==> config.mk <==
export PLATFORM = sky130hd
export DESIGN_NAME = xfer_seq
export DESIGN_NICKNAME = d
export VERILOG_FILES = /design/src/rtl/xfer_pkg.sv /design/src/rtl/xfer_cond_eval.sv /design/src/rtl/xfer_target.sv /design/src/rtl/xfer_seq.sv
export SDC_FILE = /design/constraint.sdc
export NUM_CORES = 1
export LEC_CHECK = 0
export ABC_CLOCK_PERIOD_IN_PS = 1900
export BUFFER_PORTS_ARGS = -buffer_cell sky130_fd_sc_hd__buf_2
export CAP_MARGIN = 20
export CORE_MARGIN = 3
export CORE_UTILIZATION = 44
export DETAILED_ROUTE_END_ITERATION = 7
export PLACE_DENSITY_LB_ADDON = 0.08
export REMOVE_ABC_BUFFERS = 1
export SLEW_MARGIN = 20
export SYNTH_ARGS = -nofsm -noshare
export SYNTH_HDL_FRONTEND = slang
export SYNTH_SLANG_ARGS = --single-unit
==> constraint.sdc <==
create_clock -name clk -period 1.9 [get_ports clk]
set_input_delay 0.095 -clock clk [delete_from_list [all_inputs] [get_ports clk]]
set_output_delay 0.095 -clock clk [all_outputs]
set_load 0.02 [all_outputs]
==> src/rtl/xfer_pkg.sv <==
package xfer_pkg;

    typedef enum logic [1:0] {
        K_JREL = 2'd0,
        K_JABS = 2'd1,
        K_JHL  = 2'd2,
        K_RET  = 2'd3
    } kind_e;

    localparam logic [2:0] CC_ALWAYS = 3'd0;
    localparam logic [2:0] CC_NZ     = 3'd1;
    localparam logic [2:0] CC_Z      = 3'd2;
    localparam logic [2:0] CC_NC     = 3'd3;
    localparam logic [2:0] CC_C      = 3'd4;

    typedef enum logic [2:0] {
        ST_IDLE    = 3'd0,
        ST_RD_LO   = 3'd1,
        ST_WAIT_LO = 3'd2,
        ST_RD_HI   = 3'd3,
        ST_WAIT_HI = 3'd4,
        ST_FIN     = 3'd5
    } state_e;

endpackage

==> src/rtl/xfer_cond_eval.sv <==
module xfer_cond_eval
    import xfer_pkg::*;
(
    input  logic [2:0] cond,
    input  logic       flag_z,
    input  logic       flag_c,
    output logic       taken
);
    always_comb begin
        case (cond)
            CC_ALWAYS: taken = 1'b1;
            CC_NZ:     taken = ~flag_z;
            CC_Z:      taken = flag_z;
            CC_NC:     taken = ~flag_c;
            CC_C:      taken = flag_c;
            default:   taken = 1'b0;
        endcase
    end
endmodule

==> src/rtl/xfer_target.sv <==
module xfer_target
    import xfer_pkg::*;
#(
    parameter int AW    = 16,
    parameter int REL_W = 8
) (
    input  logic [1:0]    kind,
    input  logic [AW-1:0] pc,
    input  logic [AW-1:0] imm,
    input  logic [AW-1:0] hl,
    output logic [AW-1:0] target
);
    localparam int EXT_W = AW - REL_W;

    logic [AW-1:0] rel_ext;

    generate
        if (EXT_W > 0) begin : g_ext
            assign rel_ext = {{EXT_W{imm[REL_W-1]}}, imm[REL_W-1:0]};
        end else begin : g_noext
            assign rel_ext = imm;
        end
    endgenerate

    always_comb begin
        unique case (kind_e'(kind))
            K_JREL:  target = pc + rel_ext;
            K_JABS:  target = imm;
            K_JHL:   target = hl;
            default: target = pc;
        endcase
    end
endmodule

==> src/rtl/xfer_seq.sv <==
module xfer_seq
    import xfer_pkg::*;
#(
    parameter int AW          = 16,
    parameter int TW          = 5,
    parameter int T_JMP_TAKEN = 12,
    parameter int T_JMP_SKIP  = 8,
    parameter int T_RET_TAKEN = 20,
    parameter int T_RET_SKIP  = 8
) (
    input  logic            clk,
    input  logic            rst_n,
    input  logic            req_valid,
    input  logic [1:0]      req_kind,
    input  logic [2:0]      req_cond,
    input  logic [AW-1:0]   req_imm,
    input  logic [AW-1:0]   pc_in,
    input  logic [AW-1:0]   sp_in,
    input  logic [AW-1:0]   hl_in,
    input  logic            flag_z,
    input  logic            flag_c,
    output logic            mem_rd_en,
    output logic [AW-1:0]   mem_rd_addr,
    input  logic            mem_rd_valid,
    input  logic [AW/2-1:0] mem_rd_data,
    output logic            idle,
    output logic            done,
    output logic [AW-1:0]   pc_out,
    output logic [AW-1:0]   sp_out,
    output logic [TW-1:0]   ticks,
    output logic [TW-3:0]   mcyc
);
    localparam int BYTE_W = AW / 2;
    localparam logic [TW-1:0] TK_JT = TW'(T_JMP_TAKEN);
    localparam logic [TW-1:0] TK_JS = TW'(T_JMP_SKIP);
    localparam logic [TW-1:0] TK_RT = TW'(T_RET_TAKEN);
    localparam logic [TW-1:0] TK_RS = TW'(T_RET_SKIP);

    state_e            state, nxt;
    logic              taken;
    logic [AW-1:0]     target;
    logic [AW-1:0]     pc_q, sp_q;
    logic [TW-1:0]     ticks_q;
    logic [BYTE_W-1:0] lo_q;
    logic              is_ret;

    assign is_ret = (kind_e'(req_kind) == K_RET);

    xfer_cond_eval u_cond (
        .cond   (req_cond),
        .flag_z (flag_z),
        .flag_c (flag_c),
        .taken  (taken)
    );

    xfer_target #(.AW(AW), .REL_W(8)) u_tgt (
        .kind   (req_kind),
        .pc     (pc_in),
        .imm    (req_imm),
        .hl     (hl_in),
        .target (target)
    );

    // state register
    always_ff @(posedge clk or negedge rst_n) begin
        if (!rst_n) state <= ST_IDLE;
        else        state <= nxt;
    end

    // next-state logic
    always_comb begin
        nxt = state;
        unique case (state)
            ST_IDLE:    if (req_valid) nxt = (is_ret && taken) ? ST_RD_LO : ST_FIN;
            ST_RD_LO:   nxt = ST_WAIT_LO;
            ST_WAIT_LO: if (mem_rd_valid) nxt = ST_RD_HI;
            ST_RD_HI:   nxt = ST_WAIT_HI;
            ST_WAIT_HI: if (mem_rd_valid) nxt = ST_FIN;
            ST_FIN:     nxt = ST_IDLE;
            default:    nxt = ST_IDLE;
        endcase
    end

    // datapath registers
    always_ff @(posedge clk or negedge rst_n) begin
        if (!rst_n) begin
            pc_q    <= '0;
            sp_q    <= '0;
            ticks_q <= '0;
            lo_q    <= '0;
        end else begin
            unique case (state)
                ST_IDLE: begin
                    if (req_valid) begin
                        sp_q <= sp_in;
                        if (is_ret) begin
                            pc_q    <= pc_in;
                            ticks_q <= taken ? TK_RT : TK_RS;
                        end else begin
                            pc_q    <= taken ? target : pc_in;
                            ticks_q <= taken ? TK_JT : TK_JS;
                        end
                    end
                end
                ST_WAIT_LO: begin
                    if (mem_rd_valid) begin
                        lo_q <= mem_rd_data;
                        sp_q <= sp_q + 1'b1;
                    end
                end
                ST_WAIT_HI: begin
                    if (mem_rd_valid) begin
                        pc_q <= {mem_rd_data, lo_q};
                        sp_q <= sp_q + 1'b1;
                    end
                end
                default: ;
            endcase
        end
    end

    // outputs
    always_comb begin
        idle        = (state == ST_IDLE);
        done        = (state == ST_FIN);
        mem_rd_en   = (state == ST_RD_LO) || (state == ST_RD_HI);
        mem_rd_addr = sp_q;
        pc_out      = pc_q;
        sp_out      = sp_q;
        ticks       = ticks_q;
        mcyc        = ticks_q[TW-1:2];
    end
endmodule

# Yosys cells after proc, flatten, opt, wreduce, memory -nomap -nowiden
# Index checks and enable logic that the tools add are counted.
[word_totals]
regBits = 48
word_cells = 56
inputBits = 83
[classes]
n_mux = 18
eq_ne = 16
add_sub_neg = 2
n_bitwise = 2
n_reduce_logical = 13
[op_table]
columns = ["op", "n"]
rows = [
  ["$mux W16", 6],
  ["$pmux W16 S2", 2],
  ["$pmux W16 S3", 1],
  ["$add A16 B1 Y16 const B", 1],
  ["$add A16 B16 Y16", 1],
  ["$mux W3", 5],
  ["$pmux W3 S5", 1],
  ["$eq A3 B2 Y1 const B", 4],
  ["$mux W5", 2],
  ["$eq A3 B3 Y1 const B", 3],
  ["$reduce_and A3 Y1", 3],
  ["$eq A3 B1 Y1 const B", 2],
  ["$logic_not A3 Y1", 2],
  ["$ne A2 B2 Y1 const B", 3],
  ["$pmux W1 S5", 1],
  ["$eq A2 B2 Y1 const B", 2],
  ["$reduce_and A2 Y1", 2],
  ["$reduce_bool A2 Y1", 2],
  ["$eq A2 B1 Y1 const B", 1],
  ["$logic_not A2 Y1", 1],
  ["$ne A2 B1 Y1 const B", 1],
  ["$not A1 Y1", 2],
  ["$reduce_or A2 Y1", 1],
  ["$logic_and A1 B1 Y1", 1],
  ["$logic_or A1 B1 Y1", 1],
]

# Depth between registers and ports, before layout
# Gate-level depths: netlist of the first run.
[logic_depth]
word_depth = 6
ltp_mapped = 9
depth_no_buf = 9

# Modules after synthesis
# A second synthesis of the first run with hierarchy kept.
[hier_totals]
cells_unflattened = 425
area_unflattened_um2 = 3863.7
[by_module_without_submodules]
columns = ["module", "n_inst", "cells_each", "area_per_inst_um2"]
rows = [
  ["xfer_seq", 1, 300, 2701.3],
  ["xfer_target", 1, 120, 1131.1],
  ["xfer_cond_eval", 1, 5, 31.3],
]

# Worst setup path before layout of the first run
# No wires, ideal clock.
[synth_timing]
path_kind = "register to register"
startpoint = "reg state[2]"
endpoint = "reg pc_q[7], in the netlist pc_out[7]"
arrival_time_ps = 1810
path_buffers = 2
t_required_ps = 1774
slack_ps = -36
path_stages_with_launch = 8
setup_time_ps = 126
cell_sequence = "dfrtp_1 -> buf_2 -> nor3_1 -> and2_1 -> buf_2 -> o2111ai_1 -> a31oi_1 -> a21oi_1"
[synth_via]
elab_chain_len = 3
word_cells_on_any_way = 7
cone_classes = "eq/ne: 3; mux: 1; reduce/logical: 3"
[synth_rtl]
columns = ["item", "line", "rtl"]
rows = [
  ["from (decl)", "xfer_seq.sv:39", "state_e state, nxt;"],
  ["from (signal assigned)", "xfer_seq.sv:67", "else state <= nxt;"],
  ["$logic_not A3 Y1 (*)", "n/a", ""],
  ["via idle", "xfer_seq.sv:26", "output logic idle,"],
  ["$ne A2 B2 Y1 (no source line) / $reduce_bool A2 Y1 (equally long branches)", "n/a", ""],
  ["$reduce_and A3 Y1 (no source line)", "n/a", ""],
  ["to (signal assigned)", "xfer_seq.sv:97", "pc_q <= pc_in;"],
  ["to (signal assigned)", "xfer_seq.sv:100", "pc_q <= taken ? target : pc_in;"],
  ["to (signal assigned)", "xfer_seq.sv:113", "pc_q <= {mem_rd_data, lo_q};"],
  ["to (decl)", "xfer_seq.sv:42", "logic [AW-1:0] pc_q, sp_q;"],
]
# Mark *: on every way through the listed nets, which the timed path passes. The rest lies on a longest branch.
# A chain may end at the register's enable or synchronous reset.

# Final worst setup path of the first run
[layout_timing]
startpoint = "reg state[1]"
endpoint = "reg pc_q[7], in the netlist pc_out[7]"
[layout_via]
elab_chain_len = 3
word_cells_on_any_way = 7
cone_classes = "eq/ne: 3; mux: 1; reduce/logical: 3"
[layout_rtl]
columns = ["item", "line", "rtl"]
rows = [
  ["$eq A3 B3 Y1 / $logic_not A3 Y1 (equally long branches)", "xfer_seq.sv:92", "unique case (state)"],
  ["$ne A2 B2 Y1 (no source line) / $reduce_bool A2 Y1 (equally long branches)", "n/a", ""],
  ["$reduce_and A3 Y1 (no source line)", "n/a", ""],
]
# Parallel ways exist; a longest one is shown, timed or not.

==> metrics, run 1 <==
CP Max Fanout=14; min Tclk post-route=roughly 1800 ps; global-route wire length before repair=between 15,000 and 20,000 microns; Critical Path AT=around 2000 ps; share of cells above drive strength 1=34.7%; initial antenna violation count=0; outcome=completed; PnR worst setup slack=105 ps; warnings from Yosys=0; Async S/R FF share, synth=between 90% and 100%; Sw Share=49.2%; internal power=about 3.4 mW; largest net degree at the start of global routing=47; CTS tree=yes; Final Hold Violating Endpoints=0; cell leakage power=approximately 2.3 nW; sequential power share=29.5%; Synth cell types=74; setup TNS=0 ps; Core Footprint=between 8000 and 9000 sq um; final WL=12,500 microns; # DRC=0; GR peak layer=met2; EDFF count, synth=0; H-tree levels=2; Worst Clk Skew=just over 9 ps; Post-Synth Simple-Gate Area=between 20% and 30%; VDD IR-drop max=around 0.96 mV; antenna violation net count after detailed routing=0; WS Path Type=reg2reg; met1 Use GR=between 30% and 40%; GR Layer Usage met2=~37%; Tot GR Track Use=approximately 24%; worst slew pin tran=approximately 600 ps; RSZ-0062 raised after global routing=no; xor-xnor portion of the synthesized cell area=about 1.6%; Power Total=~6.6 mW; number of I/O port buffers=139; Slew Viols, Final=0; critical path, cell by cell=nor2_1 > and2_1 > buf_4 > nor2_1 > or3_1 > a21oi_1; die footprint=just over 10,000 sq um; worst hold path type=in2reg; startpoint class of the critical path=register; pre-CTS setup slack=-65.8 ps; CP bufs+invs=1; area growth from synthesis to layout=25.8%; initial drt markers=248; GP Congestion=between 0.9 and 1; CP top delay family=simple AND/OR/NAND/NOR gates; Post-DP HPWL=9950 microns; # rows=33; grt total ovfl=0; TritonCTS Buffers=5; most frequent CP cell=nor2_1; CTS Root Cell=clkbuf_8; worst r2r src=state[1]$_DFFE_PN0P_; Pwr per Cell Area=between 1000 and 1500 nW/um^2; Clock Tree Buf Depth=2; Fillers=about 800; Vias/cell=roughly 5.7; number of global-route vias before repair=3,913; Slowest-stage cell, CP=dfrtp_1; antenna cells=0; CP startpoint=state[1]$_DFFE_PN0P_; Comb pwr share=61.1%; Worst path max stage delay=about 500 ps; Rel. slew slack=between 50% and 60%; largest family of logic cells by synthesized area=compound AO/OA/AOI/OAI gates; Initial Utilization=between 40 and 50%; sequential-to-total area share from yosys stat=between 20% and 30%; Synth Area in Adders=under 10%; Req. time, crit path=2120 ps; clk_lat worst skew=~300 ps; # setup viols final=0; DRT Pass-1 Iters=5; fin crit share=94.5%; post-synthesis mux area share=3.86%; Hold Crit Start=sp_in[1]; Synth Flop Type=dfrtp_1; mapped cell area=around 4000 sq um; Syn Area/Cell=7.98 sq um; FF+latch count, synth=46; Die Ht=slightly above 100 microns; routed vias=between 4,000 and 5,000; width of the die=101 microns; clock-pin slew on the worst setup and hold paths=~90 ps; fmax=557 MHz; final core occ=around three fifths; P_sw=3.26 mW; power share of the clock group=under 10%; io pins=142; complex-gate fraction of the synthesized area=around 28%; max-cap viol count=0; Synth Instances=approximately 500; nets@finish=~740; CTS Sinks=46; grt met3 use=4.57%; element type at the critical path end=register; wire per inst=between 15 and 20 microns
-- path summary, 6_finish.rpt --
kind                                              end  slack, ps  cells after the start
hold / removal             mem_rd_addr[1]$_DFFE_PN0P_         40                      3
setup / recovery                pc_out[7]$_DFFE_PN0P_        100                      6
min in group asynchronous  mem_rd_addr[6]$_DFFE_PN0P_        420                      3
hold reg to reg                 pc_out[3]$_DFFE_PN0P_        490                      2
max in group asynchronous        state[2]$_DFFE_PN0P_       1040                      3
setup reg to reg                pc_out[7]$_DFFE_PN0P_        100                      6
-- power groups by stage --
| stage | registers, mW | clock network [mW] | logic (mW) |
|---|---|---|---|
| floorplan | 2.57 | 0 | 1.82 |
| global placement | 1.94 | 0 | 4.00 |
| detailed placement | 1.96 | 0 | 4.05 |
| CTS | 1.95 | 0.639 | 4.06 |
| global route | 2.03 | 0.675 | 4.43 |
| finish | 1.95 | 0.626 | 4.05 |
-- kinds of logic (layout without fill, tap and decap cells) --
logic type               count (synthesis)  in the layout
multiplexers                            14             14
other                                    1              2
buffers and inverters                   67            211
adder cells (fa/ha/maj)                 17             17
XOR/XNOR                                 7              7
AO/OA/AOI/OAI                          166            166
AND/OR/NAND/NOR                        177            177
flip-flops                              46             46
-- repair_timing --
item	in CTS	in global routing
hold endpoints to repair	46	0
hold buffers	1	0
buffers inserted	0	0
resized for setup	0	2
endpoints found under the setup margin	0	8
-- state kept, by name (all words and copies together) (netlist names) --
signal       flops
mem_rd_addr     16
pc_out          16
lo_q             8
state            3
ticks            3
-- worst min-delay path: cells and delay by family --
family                 cells  cell delay [ps]
AND/OR/NAND/NOR            1               50
AO/OA/AOI/OAI              1               70
buffers and inverters      1              100
-- metal layers --
layer  vias up  part of all wire [%]  wire length (microns)
met3        13                   7.8                    975
met4         0                   1.1                    132
met2       162                    45                   5690
met1      1982                    46                   5710
met5         -                     0                      0
li1       2084                     -                      -
-- cells in the mapped netlist (all sizes together) (7+ instances only) --
cell type	number	area [sq um]
dfrtp	46	1150
inv	15	56.3
buf	41	254
ha	16	200
clkbuf	10	38.8
a21oi	45	255
o211ai	14	105
nor3	16	85.1
o21a	7	52.6
a31oi	9	56.3
and3	8	55.1
nand3	19	95.1
nor2	45	169
o22ai	9	56.3
nand2	49	184
o21ai	35	175
mux2	10	113
-- through the flow --
stage | hold slack [ps] | cell area, sq um | cells
finish | 41.6 | 4970 | 745
global route | 50.5 | 4970 | 745
CTS | 40.5 | 4970 | 745
detailed placement | 226 | 4870 | 736
global placement | 225 | 4870 | 736
floorplan | -201 | 3660 | 445
-- cell usage in the layout (no fill, tap or decap), drive strengths merged, types with 7 or more instances in the layout --
cell / netlist / final
o22ai: 9 / 9
o21a: 7 / 7
and3: 8 / 8
nand3: 19 / 19
a31oi: 9 / 9
o21ai: 35 / 35
inv: 15 / 15
ha: 16 / 16
clkbuf: 10 / 7
o211ai: 14 / 14
dfrtp: 46 / 46
a21oi: 45 / 45
mux2: 10 / 10
nor2: 45 / 45
nand2: 49 / 49
nor3: 16 / 16
buf: 41 / 186
-- cell type report --
class | count | area (sq um) | area share (%)
multi-input cells | 383 | 2450 | 49.3
flip-flops and latches | 46 | 1150 | 23.2
repair buffers | 187 | 1080 | 21.8
well taps | 105 | 131 | 2.64
clock buffers | 7 | 86.3 | 1.74
inverters | 16 | 60.1 | 1.21
clock inverters | 1 | 5.00 | 0.101
Power figures use the tool's default switching activity.
==> run 2: changes to the inputs <==
--- a/config.mk
+++ b/config.mk
@@ -5,11 +5,11 @@
 export SDC_FILE = /design/constraint.sdc
 export NUM_CORES = 1
 export LEC_CHECK = 0
-export ABC_CLOCK_PERIOD_IN_PS = 1900
+export ABC_CLOCK_PERIOD_IN_PS = 2250
 export BUFFER_PORTS_ARGS = -buffer_cell sky130_fd_sc_hd__buf_2
 export CAP_MARGIN = 20
 export CORE_MARGIN = 3
-export CORE_UTILIZATION = 44
+export CORE_UTILIZATION = 40
 export DETAILED_ROUTE_END_ITERATION = 7
 export PLACE_DENSITY_LB_ADDON = 0.08
 export REMOVE_ABC_BUFFERS = 1
==> constraint.sdc (replaced) <==
create_clock -name clk -period 2.25 [get_ports clk]
set_input_delay 0.1125 -clock clk [delete_from_list [all_inputs] [get_ports clk]]
set_output_delay 0.1125 -clock clk [all_outputs]
set_load 0.02 [all_outputs]
==> run 2 against run 1 <==
Against the previous run: worst hold slack gained 10 ps; clock-buffer cell count shrank 1; register-to-register slack gained 190 ps; via count shrank 2.1%; sequential power shrank 15%; largest power group unchanged; total power shrank 14%; combinational power shrank 20%; maximum frequency shrank 8.0%; largest cell class unchanged.
==> metrics, run 2 (synthesis results as in run 1) <==
startpoint class of the critical path=register; max-cap viol count=0; Die Ht=105 microns; Min Hold Slack=between 50 and 60 ps; antenna violation net count after detailed routing=0; initial antenna violation count=0; Pwr per Cell Area=about 1200 nW/um^2; Worst Clk Skew=4.43 ps; TritonCTS Buffers=5; CTS Sinks=46; post-CTS setup buffer count=0; grt total ovfl=0; worst hold path type=in2reg; worst slew pin tran=about 610 ps; Comb pwr share=57.0%; # rows=35; GR Layer Usage met2=approximately 34%; Critical Path AT=about 2100 ps; H-tree levels=2; DRT Pass-1 Iters=5; share of cells above drive strength 1=a little over 30%; Slowest-stage cell, CP=dfrtp_1; # setup viols final=0; GP Congestion=0.937; CTS tree=yes; Clock Tree Buf Depth=2; design area=between 4000 and 5000 sq um; Core Footprint=between 9000 and 10,000 sq um; width of the die=approximately 110 microns; Vias/cell=between 5 and 6; outcome=completed; fmax=~510 MHz; final core occ=slightly above 50%; CTS Root Cell=clkbuf_8; fin crit share=between 80% and 90%; grt met3 use=just over 4%; clock-pin slew on the worst setup and hold paths=roughly 90 ps; Post-DP HPWL=roughly 9800 microns; Tot GR Track Use=between 20% and 30%; commonest non-fill, non-tap cells in the layout=buf_2, nand2_1, dfrtp_1; CP Max Fanout=12; GR peak layer=met2; die footprint=about 11,000 sq um; initial drt markers=210; VDD IR-drop max=between 0.6 and 0.7 mV; commonest non-fill, non-tap cell in the layout=buf_2; WS Path Type=reg2reg; cell leakage power=~2.2 nW; min Tclk post-route=a little under 2000 ps; Worst path max stage delay=around 550 ps; number of I/O port buffers=139; P_sw=between 2 and 3 mW; setup TNS=0 ps; met1 Use GR=a little under a third; Req. time, crit path=2440 ps; Final Hold Violating Endpoints=0; nets@finish=~710; internal power=about 3 mW; Initial Utilization=between 40% and 50%; critical path, cell by cell=nor2_1 > and2_1 > a211oi_1 > o41ai_1 > o21ai_0 > o21ai_0; element type at the critical path end=register; io pins=about 140; sequential power share=around 29%; DP Area=between 4000 and 5000 sq um; Sw Share=48.3%; number of global-route vias before repair=3,884; final WL=roughly 13,000 microns; routed vias=slightly above 4,000; antenna cells=0; largest net degree at the start of global routing=47; global-route wire length before repair=a little under 20,000 microns; RSZ-0062 raised after global routing=no; area growth from synthesis to layout=21.6%; most frequent CP cell=o21ai_0; Slew Viols, Final=0; Rel. slew slack=59.2%; clk_lat worst skew=approximately 300 ps; wire per inst=17.0 microns; Power Total=5.67 mW; # DRC=0; power share of the clock group=between 10% and 20%
==> run 2: changes by cell type in the layout (fill, tap and decap cells not counted), sizes merged <==
cell / before / now
clkinv: 2 / 1
clkbuf: 7 / 6
buf: 186 / 155
bufinv: 0 / 2
==> run 2: final timing paths <==
kind                                             from                     to  slack [ps]  depth (start not counted)
worst max-delay path             state[0]$_DFFE_PN0P_  pc_out[5]$_DFFE_PN0P_         300                          6
worst min-delay path                   mem_rd_data[6]    lo_q[6]$_DFFE_PN0P_          50                          2
worst max register to register   state[0]$_DFFE_PN0P_  pc_out[5]$_DFFE_PN0P_         300                          6
worst min register to register  pc_out[3]$_DFFE_PN0P_  pc_out[3]$_DFFE_PN0P_         480                          2
max in group asynchronous                       rst_n  pc_out[9]$_DFFE_PN0P_        1410                          3
min in group asynchronous                       rst_n  pc_out[2]$_DFFE_PN0P_         430                          3
==> run 2: area by class of cell <==
type	count	area (sq um)
clock buffer	6	82.6
clock inverter	2	60.1
fill	961	4610
inverter	16	60.1
multi-input combinational	383	2450
sequential	46	1150
tap	129	161
timing repair buffer	156	838
==> run 2: timing repair <==
action | CTS | global route
hold buffers | 1 | 0
endpoints found under the hold margin | 46 | 0
setup endpoints to repair | 0 | 0
gates resized for setup | 0 | 0
==> run 2: layer usage <==
metal	wire length [microns]	vias up	part of all wire (%)
met5	0	-	0
met3	958	18	7.6
met4	225	0	1.8
li1	-	2026	-
met2	5560	175	44
met1	5820	1931	46
==> run 2: worst max-delay path: cells and delay by family, from the launching register on <==
| kind | cells | cell delay (ps) |
|---|---|---|
| flops | 1 | 550 |
| compound gates | 4 | 820 |
| simple gates | 2 | 460 |
==> run 2: per-stage QoR <==
step	setup slack, ps	instances
after floorplan	352	445
final	299	738
after CTS	291	738
after global placement	251	729
after global routing	59.4	738
after detailed placement	171	729
==> run 2: power groups by stage <==
stage	Clock (mW)	Sequential (mW)	Combinational, mW
floorplan	0	2.17	1.54
global placement	0	1.66	3.21
detailed placement	0	1.67	3.24
CTS	0.787	1.66	3.25
global route	0.816	1.73	3.55
finish	0.776	1.66	3.23
==> run 3: changes to the inputs <==
--- a/config.mk
+++ b/config.mk
@@ -11,6 +11,7 @@
 export CORE_MARGIN = 3
 export CORE_UTILIZATION = 40
 export DETAILED_ROUTE_END_ITERATION = 7
+export HOLD_SLACK_MARGIN = 0.08
 export PLACE_DENSITY_LB_ADDON = 0.08
 export REMOVE_ABC_BUFFERS = 1
 export SLEW_MARGIN = 20
==> run 3 against run 2 <==
Against the previous run: die area stayed put; worst setup slack about the same; combinational power barely moved; clock-buffer cell count did not move; register-to-register slack about the same; utilization is 0.74 points higher; sequential cell count stayed put; design area is 1.5% higher; first-iteration DRC count fell by 4.8%; critical path depth stayed put; critical path type unchanged; wire length is 0.69% higher.
==> metrics, run 3 (synthesis results as in run 1) <==
clk_lat worst skew=~300 ps; CTS Root Cell=clkbuf_8; number of I/O port buffers=~140; WS Path Type=reg2reg; nets@finish=715; area growth from synthesis to layout=23.4%; # rows=35; Slowest-stage cell, CP=dfrtp_1; FF-to-FF path depth=6; startpoint class of the critical path=register; TritonCTS Buffers=5; share of cells above drive strength 1=roughly 30%; Vias/cell=5.58; element type at the critical path end=register; CP Max Fanout=12; Worst path max stage delay=roughly 550 ps; Core Footprint=approximately 9400 sq um; critical path, cell by cell=nor2_1 > and2_1 > a211oi_1 > o41ai_1 > o21ai_0 > o21ai_0; post-CTS sizing=0; wire per inst=around 17 microns; DRT Pass-1 Iters=5; PnR worst setup slack=just under 300 ps; Power Total=5.68 mW; fmax=a little over 500 MHz; outcome=completed; WHS Endpoint=mem_rd_addr[10]$_DFFE_PN0P_; io pins=between 100 and 150; Min Hold Slack=about 84 ps; non-filler cells, final=approximately 750; Rel. slew slack=roughly 59%; worst flop-to-flop path endpoint=pc_out[5]$_DFFE_PN0P_; commonest non-fill, non-tap cells in the layout=buf_2, nand2_1, dfrtp_1; Post-Place Cells=between 700 and 800; Req. time, crit path=between 2000 and 2500 ps; grt total ovfl=0; antenna cells=0; min Tclk post-route=~2000 ps; Initial Utilization=42.0%; routed vias=4,160; die footprint=between 10,000 and 15,000 sq um; VDD IR-drop max=between 0.6 and 0.7 mV; final core occ=51.8%; Clock Tree Buf Depth=2; cell leakage power=2.24 nW; clock-pin slew on the worst setup and hold paths=about 90 ps; max-cap viol count=0; setup TNS=0 ps; Post-DP HPWL=~9800 microns; Fillers=957; RSZ-0062 raised after global routing=no; Pwr per Cell Area=1170 nW/um^2; worst slew pin tran=610 ps; initial antenna violation count=0; design area=approximately 4900 sq um; worst r2r src=state[0]$_DFFE_PN0P_; CTS tree=yes; final WL=between 10,000 and 15,000 microns; pre-CTS setup slack=approximately 170 ps; Critical Path AT=between 2000 and 2500 ps; r2r setup slk=~300 ps; Tot GR Track Use=about 22%; antenna violation net count after detailed routing=0; # setup viols final=0; initial drt markers=200; H-tree levels=2; hold depth=3; Die Ht=around 110 microns; Final Hold Violating Endpoints=0; fin crit share=86.8%; Hold Crit Start=sp_in[10]; most frequent CP cell=o21ai_0; global-route wire length before repair=around 20,000 microns; width of the die=~110 microns; commonest non-fill, non-tap cell in the layout=buf_2; worst hold path type=in2reg; GP Congestion=0.937; # DRC=0; Worst Clk Skew=5.78 ps; Slew Viols, Final=0; CTS Sinks=between 40 and 50; DP Area=between 4000 and 5000 sq um; largest net degree at the start of global routing=47; number of global-route vias before repair=a little under 4,000
## run 3: power by group
part	switching (mW)	internal [mW]	total, mW
sequential	0.427	1.23	1.66
combinational	2.01	1.23	3.24
clock	0.303	0.474	0.777
## run 3: layer usage
metal  routed length, microns  GRT usage (%)  vias up
li1                         -              -     2036
met1                     5910           31.5     1948
met2                     5720           35.5      162
met3                      852           3.74       14
met4                      167           5.25        0
met5                        0              0        -
## run 3: repair_timing
action / 4_1_cts / 5_1_grt
endpoints found under the hold margin: 53 / 0
hold buffers: 8 / 0
setup buffers: 0 / 0
endpoints found under the setup margin: 0 / 0
## run 3: final cells by class
cell class	instances	area [sq um]	area share, %
Multi-Input combinational cell	383	2450	50.3
Timing Repair Buffer	163	908	18.6
Tap cell	129	161	3.31
Inverter	16	60.1	1.23
Clock buffer	6	82.6	1.69
Sequential cell	46	1150	23.6
Clock inverter	2	60.1	1.23
## run 3: how the worst max path moves through the flow
stage	slack (ps)	start	to
finish	300	state[0]$_DFFE_PN0P_	pc_out[5]$_DFFE_PN0P_
detailed placement	170	req_imm[0]	pc_out[6]$_DFFE_PN0P_
global placement	250	req_imm[0]	pc_out[6]$_DFFE_PN0P_
floorplan	350	state[2]$_DFFE_PN0P_	pc_out[7]$_DFFE_PN0P_
CTS	290	state[0]$_DFFE_PN0P_	pc_out[5]$_DFFE_PN0P_
global route	60	state[0]$_DFFE_PN0P_	pc_out[5]$_DFFE_PN0P_
## run 3: worst max-delay path, delay by kind of cell, from the launching register on
family	cells	cell delay (ps)
compound gates	4	820
flops	1	550
simple gates	2	470
